### config.mk
export PLATFORM = sky130hd
export DESIGN_NAME = dma_ctrl
export DESIGN_NICKNAME = d
export VERILOG_FILES = /design/src/rtl/dma_pkg.sv /design/src/rtl/dma_chan.sv /design/src/rtl/dma_arb.sv /design/src/rtl/dma_engine.sv /design/src/rtl/dma_ctrl.sv
export SDC_FILE = /design/constraint.sdc
export NUM_CORES = 2
export LEC_CHECK = 0
export BUFFER_PORTS_ARGS = -buffer_cell sky130_fd_sc_hd__buf_2
export CAP_MARGIN = 15
export CORE_AREA = 2 2 191 268
export DETAILED_ROUTE_END_ITERATION = 6
export DIE_AREA = 0 0 193 270
export PLACE_DENSITY = 0.78
export SLEW_MARGIN = 40
export SYNTH_ARGS = -nofsm -noshare
export SYNTH_HDL_FRONTEND = slang
export SYNTH_SLANG_ARGS = --single-unit
### constraint.sdc
create_clock -name clk -period 5.4 [get_ports clk]
set_clock_uncertainty 0.15 [all_clocks]
set_input_delay 0.81 -clock clk [delete_from_list [all_inputs] [get_ports clk]]
set_output_delay 0.81 -clock clk [all_outputs]
set_load 0.005 [all_outputs]
### src/rtl/dma_pkg.sv
package dma_pkg;
  typedef enum logic [1:0] {
    XM_BLOCK  = 2'd0,
    XM_BURST  = 2'd1,
    XM_DEMAND = 2'd2
  } xfer_mode_e;

  typedef enum logic [1:0] {
    ENG_IDLE = 2'd0,
    ENG_RD   = 2'd1,
    ENG_WR   = 2'd2,
    ENG_NXT  = 2'd3
  } eng_state_e;

  localparam logic [1:0] SZ_WORD = 2'd2;
endpackage

### src/rtl/dma_chan.sv
module dma_chan
  import dma_pkg::*;
#(
  parameter int AW   = 32,
  parameter int BLKW = 4,
  parameter int CNTW = 16
) (
  input  logic            clk,
  input  logic            rst,
  input  logic            cfg_we,
  input  logic [AW-1:0]   cfg_src,
  input  logic [AW-1:0]   cfg_dst,
  input  logic [1:0]      cfg_mode,
  input  logic [1:0]      cfg_size,
  input  logic [BLKW-1:0] cfg_blk,
  input  logic [CNTW-1:0] cfg_cnt,
  input  logic            cfg_src_fix,
  input  logic            cfg_dst_fix,
  input  logic            cfg_hw,
  input  logic            sw_trig,
  input  logic            per_req,
  input  logic            beat_done,
  output logic            run,
  output logic [AW-1:0]   src_addr,
  output logic [AW-1:0]   dst_addr,
  output logic [1:0]      size,
  output logic            burst,
  output logic            last_beat,
  output logic            done
);
  logic            en;
  logic            hw_q, sfix_q, dfix_q;
  xfer_mode_e      mode_q;
  logic [BLKW-1:0] blk_q, blk_left;
  logic [CNTW-1:0] cnt_left;
  logic [AW-1:0]   step;
  logic            start;

  assign step      = AW'(1) << size;
  assign start     = en && !run && (hw_q ? per_req : sw_trig);
  assign burst     = (mode_q == XM_BURST);
  assign last_beat = (blk_left == '0);

  always_ff @(posedge clk) begin
    if (rst) begin
      en       <= 1'b0;
      run      <= 1'b0;
      done     <= 1'b0;
      hw_q     <= 1'b0;
      sfix_q   <= 1'b0;
      dfix_q   <= 1'b0;
      mode_q   <= XM_BLOCK;
      size     <= 2'd0;
      blk_q    <= '0;
      blk_left <= '0;
      cnt_left <= '0;
      src_addr <= '0;
      dst_addr <= '0;
    end else if (cfg_we) begin
      en       <= 1'b1;
      run      <= 1'b0;
      done     <= 1'b0;
      hw_q     <= cfg_hw;
      sfix_q   <= cfg_src_fix;
      dfix_q   <= cfg_dst_fix;
      mode_q   <= (cfg_mode == 2'd3) ? XM_BLOCK : xfer_mode_e'(cfg_mode);
      size     <= (cfg_size == 2'd3) ? SZ_WORD : cfg_size;
      blk_q    <= cfg_blk;
      blk_left <= cfg_blk;
      cnt_left <= cfg_cnt;
      src_addr <= cfg_src;
      dst_addr <= cfg_dst;
    end else begin
      if (start) run <= 1'b1;
      if (beat_done) begin
        if (!sfix_q) src_addr <= src_addr + step;
        if (!dfix_q) dst_addr <= dst_addr + step;
        if (blk_left == '0) begin
          blk_left <= blk_q;
          if (cnt_left == '0) begin
            en   <= 1'b0;
            run  <= 1'b0;
            done <= 1'b1;
          end else begin
            cnt_left <= cnt_left - 1'b1;
            if (mode_q == XM_DEMAND) run <= 1'b0;
          end
        end else begin
          blk_left <= blk_left - 1'b1;
        end
      end
    end
  end
endmodule

### src/rtl/dma_arb.sv
module dma_arb #(
  parameter int NCH = 4,
  parameter int CHW = 2
) (
  input  logic [NCH-1:0] req,
  output logic           any,
  output logic [CHW-1:0] idx
);
  always_comb begin
    any = |req;
    idx = '0;
    for (int i = NCH - 1; i >= 0; i--) begin
      if (req[i]) idx = CHW'(i);
    end
  end
endmodule

### src/rtl/dma_engine.sv
module dma_engine
  import dma_pkg::*;
#(
  parameter int NCH = 4,
  parameter int AW  = 32,
  parameter int DW  = 32,
  parameter int CHW = 2
) (
  input  logic                    clk,
  input  logic                    rst,
  input  logic [NCH-1:0]          run,
  input  logic                    arb_any,
  input  logic [CHW-1:0]          arb_idx,
  input  logic [NCH-1:0][AW-1:0]  src_all,
  input  logic [NCH-1:0][AW-1:0]  dst_all,
  input  logic [NCH-1:0][1:0]     size_all,
  input  logic [NCH-1:0]          burst_all,
  input  logic [NCH-1:0]          last_all,
  output logic [NCH-1:0]          beat_done,
  output logic                    mem_req,
  output logic                    mem_we,
  output logic [AW-1:0]           mem_addr,
  output logic [1:0]              mem_size,
  output logic [DW-1:0]           mem_wdata,
  input  logic [DW-1:0]           mem_rdata,
  input  logic                    mem_ready
);
  eng_state_e     state;
  logic [CHW-1:0] gch;
  logic           blk_end_q;
  logic           keep;

  assign keep = run[gch] && (!blk_end_q || burst_all[gch]);

  always_comb begin
    beat_done = '0;
    if (state == ENG_WR && mem_ready) beat_done[gch] = 1'b1;
  end

  always_ff @(posedge clk) begin
    if (rst) begin
      state     <= ENG_IDLE;
      gch       <= '0;
      blk_end_q <= 1'b0;
      mem_req   <= 1'b0;
      mem_we    <= 1'b0;
      mem_addr  <= '0;
      mem_size  <= 2'd0;
      mem_wdata <= '0;
    end else begin
      unique case (state)
        ENG_IDLE: begin
          if (arb_any) begin
            gch      <= arb_idx;
            mem_req  <= 1'b1;
            mem_we   <= 1'b0;
            mem_addr <= src_all[arb_idx];
            mem_size <= size_all[arb_idx];
            state    <= ENG_RD;
          end
        end
        ENG_RD: begin
          if (mem_ready) begin
            mem_wdata <= mem_rdata;
            mem_we    <= 1'b1;
            mem_addr  <= dst_all[gch];
            state     <= ENG_WR;
          end
        end
        ENG_WR: begin
          if (mem_ready) begin
            mem_req   <= 1'b0;
            mem_we    <= 1'b0;
            blk_end_q <= last_all[gch];
            state     <= ENG_NXT;
          end
        end
        ENG_NXT: begin
          if (keep) begin
            mem_req  <= 1'b1;
            mem_addr <= src_all[gch];
            state    <= ENG_RD;
          end else begin
            state <= ENG_IDLE;
          end
        end
        default: state <= ENG_IDLE;
      endcase
    end
  end
endmodule

### src/rtl/dma_ctrl.sv
module dma_ctrl #(
  parameter int NCH  = 4,
  parameter int AW   = 32,
  parameter int DW   = 32,
  parameter int BLKW = 4,
  parameter int CNTW = 16,
  localparam int CHW = (NCH > 1) ? $clog2(NCH) : 1
) (
  input  logic            clk,
  input  logic            rst,
  input  logic            cfg_we,
  input  logic [CHW-1:0]  cfg_ch,
  input  logic [AW-1:0]   cfg_src,
  input  logic [AW-1:0]   cfg_dst,
  input  logic [1:0]      cfg_mode,
  input  logic [1:0]      cfg_size,
  input  logic [BLKW-1:0] cfg_blk,
  input  logic [CNTW-1:0] cfg_cnt,
  input  logic            cfg_src_fix,
  input  logic            cfg_dst_fix,
  input  logic            cfg_hw,
  input  logic [NCH-1:0]  sw_trig,
  input  logic [NCH-1:0]  per_req,
  output logic [NCH-1:0]  done,
  output logic            mem_req,
  output logic            mem_we,
  output logic [AW-1:0]   mem_addr,
  output logic [1:0]      mem_size,
  output logic [DW-1:0]   mem_wdata,
  input  logic [DW-1:0]   mem_rdata,
  input  logic            mem_ready
);
  logic [NCH-1:0]         run, burst_all, last_all, beat_done;
  logic [NCH-1:0][AW-1:0] src_all, dst_all;
  logic [NCH-1:0][1:0]    size_all;
  logic                   arb_any;
  logic [CHW-1:0]         arb_idx;

  for (genvar i = 0; i < NCH; i++) begin : g_ch
    dma_chan #(.AW(AW), .BLKW(BLKW), .CNTW(CNTW)) u_chan (
      .clk        (clk),
      .rst        (rst),
      .cfg_we     (cfg_we && (cfg_ch == CHW'(i))),
      .cfg_src    (cfg_src),
      .cfg_dst    (cfg_dst),
      .cfg_mode   (cfg_mode),
      .cfg_size   (cfg_size),
      .cfg_blk    (cfg_blk),
      .cfg_cnt    (cfg_cnt),
      .cfg_src_fix(cfg_src_fix),
      .cfg_dst_fix(cfg_dst_fix),
      .cfg_hw     (cfg_hw),
      .sw_trig    (sw_trig[i]),
      .per_req    (per_req[i]),
      .beat_done  (beat_done[i]),
      .run        (run[i]),
      .src_addr   (src_all[i]),
      .dst_addr   (dst_all[i]),
      .size       (size_all[i]),
      .burst      (burst_all[i]),
      .last_beat  (last_all[i]),
      .done       (done[i])
    );
  end

  dma_arb #(.NCH(NCH), .CHW(CHW)) u_arb (
    .req(run),
    .any(arb_any),
    .idx(arb_idx)
  );

  dma_engine #(.NCH(NCH), .AW(AW), .DW(DW), .CHW(CHW)) u_eng (
    .clk      (clk),
    .rst      (rst),
    .run      (run),
    .arb_any  (arb_any),
    .arb_idx  (arb_idx),
    .src_all  (src_all),
    .dst_all  (dst_all),
    .size_all (size_all),
    .burst_all(burst_all),
    .last_all (last_all),
    .beat_done(beat_done),
    .mem_req  (mem_req),
    .mem_we   (mem_we),
    .mem_addr (mem_addr),
    .mem_size (mem_size),
    .mem_wdata(mem_wdata),
    .mem_rdata(mem_rdata),
    .mem_ready(mem_ready)
  );
endmodule

# Yosys cells after proc, flatten, opt, wreduce, memory -nomap -nowiden
# Cells that the tools add are included.
# op_classes
n_addsub	16
n_lt_le_gt_ge	3
eq_ne	32
shifts	4
muxes	131
reduce_logical	78
# op_table
operator	n
$mux 32	30
$add 32x32->32	8
$mux 16	16
$bmux 32 s2	3
$shl 1x2->32 const A	4
$pmux 32 s3	1
$logic_not 16->1	4
$sub 16x1->16 const B	4
$mux 4	13
$mux 1	50
$reduce_and 3->1	13
$ne 2x1->1 const B	13
$reduce_bool 2->1	12
$reduce_and 2->1	11
$eq 2x2->1 const B	10
$mux 2	10
$logic_not 4->1	4
$sub 4x1->4 const B	4
$logic_and 1x1->1	15
$eq 2x1->1 const B	6
$reduce_and 4->1	3
$reduce_bool 3->1	3
$pmux 2 s4	1
$reduce_or 2->1	4
other kinds (11)	22
# totals
reg_bits	465
inputBits	137
out_inout_bits	72
elab_cells	324

# Depth between registers and ports, before layout
# depth
ltp_word	8
depth_mapped	12
mapped_depth_nobuf	9

# Modules after synthesis
# From an unflattened synthesis, not the netlist that was laid out.
# unflattened
hier_cells	3696
area_unflattened_um2	29659.7
# modules_own_cells
mod	n_inst	cells_per_inst	area_each_um2	seq_area_each_um2
dma_chan	4	757	5898.2	1961.9
dma_engine	1	657	5994.5	1461.4
dma_ctrl	1	4	37.5	0.0
dma_arb	1	7	35.0	0.0

# Least setup slack after synthesis
# No wires, ideal clock.
# synth_path
kind	flip-flop to flip-flop
startpoint	register g_ch[1].u_chan.size[0]
endpoint	register g_ch[1].u_chan.dst_addr[18]
setup_time_ps	86
t_arrival_ps	2571
slack_ps	2594
path_stages_with_launch	12
synth_period_minus_slack_ps	2806
path_cell_list	dfxtp_1 clkbuf_1 nor2_1 ha_1 ha_1 or2_2 a31o_2 o21ai_1 clkbuf_1 nor3_1 xnor2_1 a211oi_1
# synth_via
elab_chain_cells	5
# synth_rtl
element	line_no	source
start, declared	dma_chan.sv:26	output logic [1:0] size,
start signal, assigned	dma_chan.sv:67	size <= (cfg_size == 2'd3) ? SZ_WORD : cfg_size;
$shl 1x2->32	dma_chan.sv:39	assign step = AW'(1) << size;
$add 32x32->32	dma_chan.sv:77	if (!dfix_q) dst_addr <= dst_addr + step;
$mux 32	dma_chan.sv:77	
$mux 32	dma_chan.sv:75	if (beat_done) begin
$mux 32	dma_chan.sv:59	end else if (cfg_we) begin
end signal, assigned	dma_chan.sv:72	dst_addr <= cfg_dst;
end signal, assigned	dma_chan.sv:77	
end, declared	dma_chan.sv:25	output logic [AW-1:0] dst_addr,
# Every way passes these cells. The select of a mux whose other input is x is not followed.
# A chain may end at the register's enable or synchronous reset.

# Worst setup path in the final report
# layout_path
startpoint	register u_eng.state[0]
endpoint	register g_ch[0].u_chan.src_addr[30]
# layout_via
elab_chain_cells	5
# layout_rtl
element	line_no	source
start, declared	dma_engine.sv:28	eng_state_e state;
start signal, assigned	dma_engine.sv:42	state <= ENG_IDLE;
start signal, assigned	dma_engine.sv:59	state <= ENG_RD;
start signal, assigned	dma_engine.sv:67	state <= ENG_WR;
$eq 2x2->1	dma_engine.sv:37	if (state == ENG_WR && mem_ready) beat_done[gch] = 1'b1;
$logic_and 1x1->1	dma_engine.sv:37	
$mux 4	dma_engine.sv:37	
$reduce_bool 2->1 (no line)	n/a	
$reduce_and 2->1 (no line)	n/a	
end signal, assigned	dma_chan.sv:71	src_addr <= cfg_src;
end signal, assigned	dma_chan.sv:76	if (!sfix_q) src_addr <= src_addr + step;
end, declared	dma_chan.sv:24	output logic [AW-1:0] src_addr,
# Every way passes these cells.

==> impl_metrics.csv <==
group,metric,value,unit
route,wire_per_inst,21.91,um
place,post-place-ws,1.808,ns
floorplan,dieArea,52110,um^2
global_routing,grt_max_degree,174,
sta,worst_pin_slew,0.9111,ns
synthesis,syn-cell-area,26990,um^2
cts,ctsHoldBuffers,0,
cts,post-cts-setup-buffers,0,
cts,path_clk_slew,0.07,ns
synthesis,ys_seq_elements,465,
pwr,p_leak,10.10,nW
synthesis,synth.distinct_cells,82,
floorplan,io_pins,209,
run_status,status,"complete, but fails checks",
critical_path,cp.required,5.75,ns
finish,nFillCells,4450,
place,dpl.hpwl,60900,um
finish,layout_common_cells,"479 x nor2_1, 463 x dfxtp_1, 324 x nand2_1",
sta,setup_tns,0,ns
global_routing,grt_pass1_vias,24330,
synthesis,synthFlopType,"dfxtp_1",
route,viasPerCell,6.434,
synthesis,synth_nets,3433,
cts,clock-sinks,465,
route,wl,87480,um
finish,final_area,30140,um^2
cts,cts.path.max_buffers,3,
finish,final_nets,3489,
cts,cts_root_buffer,"clkbuf_16",
floorplan,start_util,0.5425,
global_routing,grt_pass1_wl,136400,um
run_status,violations,"DRC",
route,num_vias,25690,
cts,clock_insertion_delay_worst_skew,0.61,ns
cts,cts_inserted_buffers,47,
run,max_cap_viol_count,0,
sta,setup_viol,0,
place,gp_congestion,0.9385,
sta,slew_headroom,0.3904,
finish,drive_gt1_frac,0.1377,
floorplan,core-area,49760,um^2
finish,final_util,0.6058,
finish,area_growth,11.67,%
sta,fmax,279.6,MHz
sta,fin_hold_ws,0.3017,ns
sta,period_share,0.6623,
sta,hold_viol,0,
synthesis,synth_edf_count,0,
place,postPlaceCellArea,28370,um^2
pwr,p_per_area,320.7,nW/um^2
global_routing,overflow,0,
global_routing,antenna_found_initial,6,
critical_path,crit_path_end_kind,"flip-flop",
finish,final_cells,3993,
synthesis,synth_area_per_cell,8.296,um^2
floorplan,die_y,270,um
synthesis,netlist_instances,3254,
sta,post-route-min-period,3.576,ns
route,ant_nets,0,
sta,setup_slack,1.824,ns
critical_path,critPathLaunchType,"flip-flop",
critical_path,worstSetupPathType,"flip-flop to flip-flop",
sta,drv_slew,0,
floorplan,rows,97,
place,io_buffers,208,
place,place_inst,3902,
synthesis,async_flop_share,0,
synthesis,ys.warnings.count,0,
sta,grt_setup_unrepaired,"false",
hold_path,hp-class,"input port to flip-flop",
cts,cts_resized,0,
global_routing,grt_usage,0.3316,
cts,h-tree-depth,2,
route,firstDrtPassIters,7,
floorplan,die_w,193,um
pwr,p_total,9.669,mW
critical_path,crit_arrival,3.93,ns
critical_path,cp_max_fo,13,
cts,tritoncts,"built",
pwr,irDropWorstVdd,0.2811,mV
route,drc,1,
synthesis,seq_area_frac_synth,0.3448,
finish,layout_commonest_cell,"nor2_1",
route,drt_iter0_drc,2324,
layer usage:
| layer | GRT usage | up-vias | routed length [um] |
|---|---|---|---|
| met5 | 0 | - | 68 |
| li1 | - | 11990 | - |
| met2 | 0.5346 | 1287 | 40540 |
| met4 | 0.2249 | 10 | 6787 |
| met3 | 0.06029 | 335 | 7616 |
| met1 | 0.3988 | 12070 | 32470 |
report_power, final:
| part | total [mW] | switching, mW | internal, mW | leakage (nW) |
|---|---|---|---|---|
| combinational | 1.93 | 1.17 | 0.757 | 5.44 |
| sequential | 4.05 | 0.301 | 3.75 | 3.80 |
| clock | 3.69 | 1.48 | 2.21 | 0.853 |
final timing paths:
check	endpoint	from	slack, ns	cells after the start
setup / recovery	g_ch[0].u_chan.src_addr[30]$_SDFFE_PP0P_	u_eng.state[0]$_SDFFE_PP0P_	1.82	8
hold / removal	u_eng.mem_wdata[9]$_SDFFE_PP0P_	mem_rdata[9]	0.30	3
setup reg to reg	g_ch[0].u_chan.src_addr[30]$_SDFFE_PP0P_	u_eng.state[0]$_SDFFE_PP0P_	1.82	8
hold reg to reg	u_eng.mem_wdata[31]$_SDFFE_PP0P_	u_eng.mem_wdata[31]$_SDFFE_PP0P_	0.30	2
sequential cells by signal, summed over array words and instances, names as in the netlist, 8 cells and up:
name / cells
u_eng.mem_wdata: 32
g_ch.u_chan.src_addr: 128
g_ch.u_chan.size: 8
g_ch.u_chan.blk_left: 16
g_ch.u_chan.cnt_left: 64
g_ch.u_chan.blk_q: 16
u_eng.mem_addr: 32
g_ch.u_chan.dst_addr: 128
g_ch.u_chan.mode_q: 8
cell usage after synthesis, drive strengths merged (36+ instances only):
| cell type | number | area [um^2] |
|---|---|---|
| buf | 37 | 187.7 |
| nor3 | 126 | 630.6 |
| a211oi | 262 | 1972 |
| nand4 | 57 | 369.1 |
| mux2i | 70 | 700.7 |
| ha | 42 | 525.5 |
| xor2 | 87 | 762.0 |
| o21ai | 81 | 405.4 |
| or3 | 36 | 225.2 |
| nor2 | 482 | 1814 |
| dfxtp | 465 | 9309 |
| nand3 | 81 | 405.4 |
| nor4 | 53 | 382.9 |
| a21oi | 141 | 716.9 |
| a22oi | 36 | 270.3 |
| a311oi | 61 | 540.5 |
| nand2 | 324 | 1216 |
| o221ai | 40 | 350.3 |
| xnor2 | 177 | 1550 |
| clkbuf | 203 | 763.2 |
| inv | 52 | 195.2 |
| mux4 | 68 | 1531 |
worst max-delay path, cell delays in order (launching register included):
cell      delay, ns
dfxtp_1        0.35
inv_1          0.14
ha_1           0.41
and4bb_2       0.58
nand4b_1       0.60
a211oi_2       0.68
nand3_1        0.16
xor2_1         0.17
a211oi_1       0.24
final cells by class:
type	count	area [um^2]	share of cell area
inverters	52	195.2	0.006475
well taps	643	804.5	0.02669
clock inverters	25	385.4	0.01278
flip-flops and latches	465	9316	0.3091
diodes	3	7.507	0.0002490
multi-input cells	2497	16650	0.5523
clock buffers	61	1329	0.04408
repair buffers	247	1458	0.04836
logic make-up (layout without fill, tap and decap cells):
group / after synthesis / in the layout / synth area share
AOI/OAI and AO/OA: 694 / 694 / 0.1802
xor gates and xnor gates: 264 / 264 / 0.08565
adders and majority gates: 46 / 46 / 0.02100
buffers and inverters: 292 / 385 / 0.04246
DFF: 465 / 465 / 0.3448
muxes: 142 / 142 / 0.08436
other: 0 / 3 / 0
and+or+nand+nor: 1351 / 1351 / 0.2415
Power figures use the tool's default switching activity.
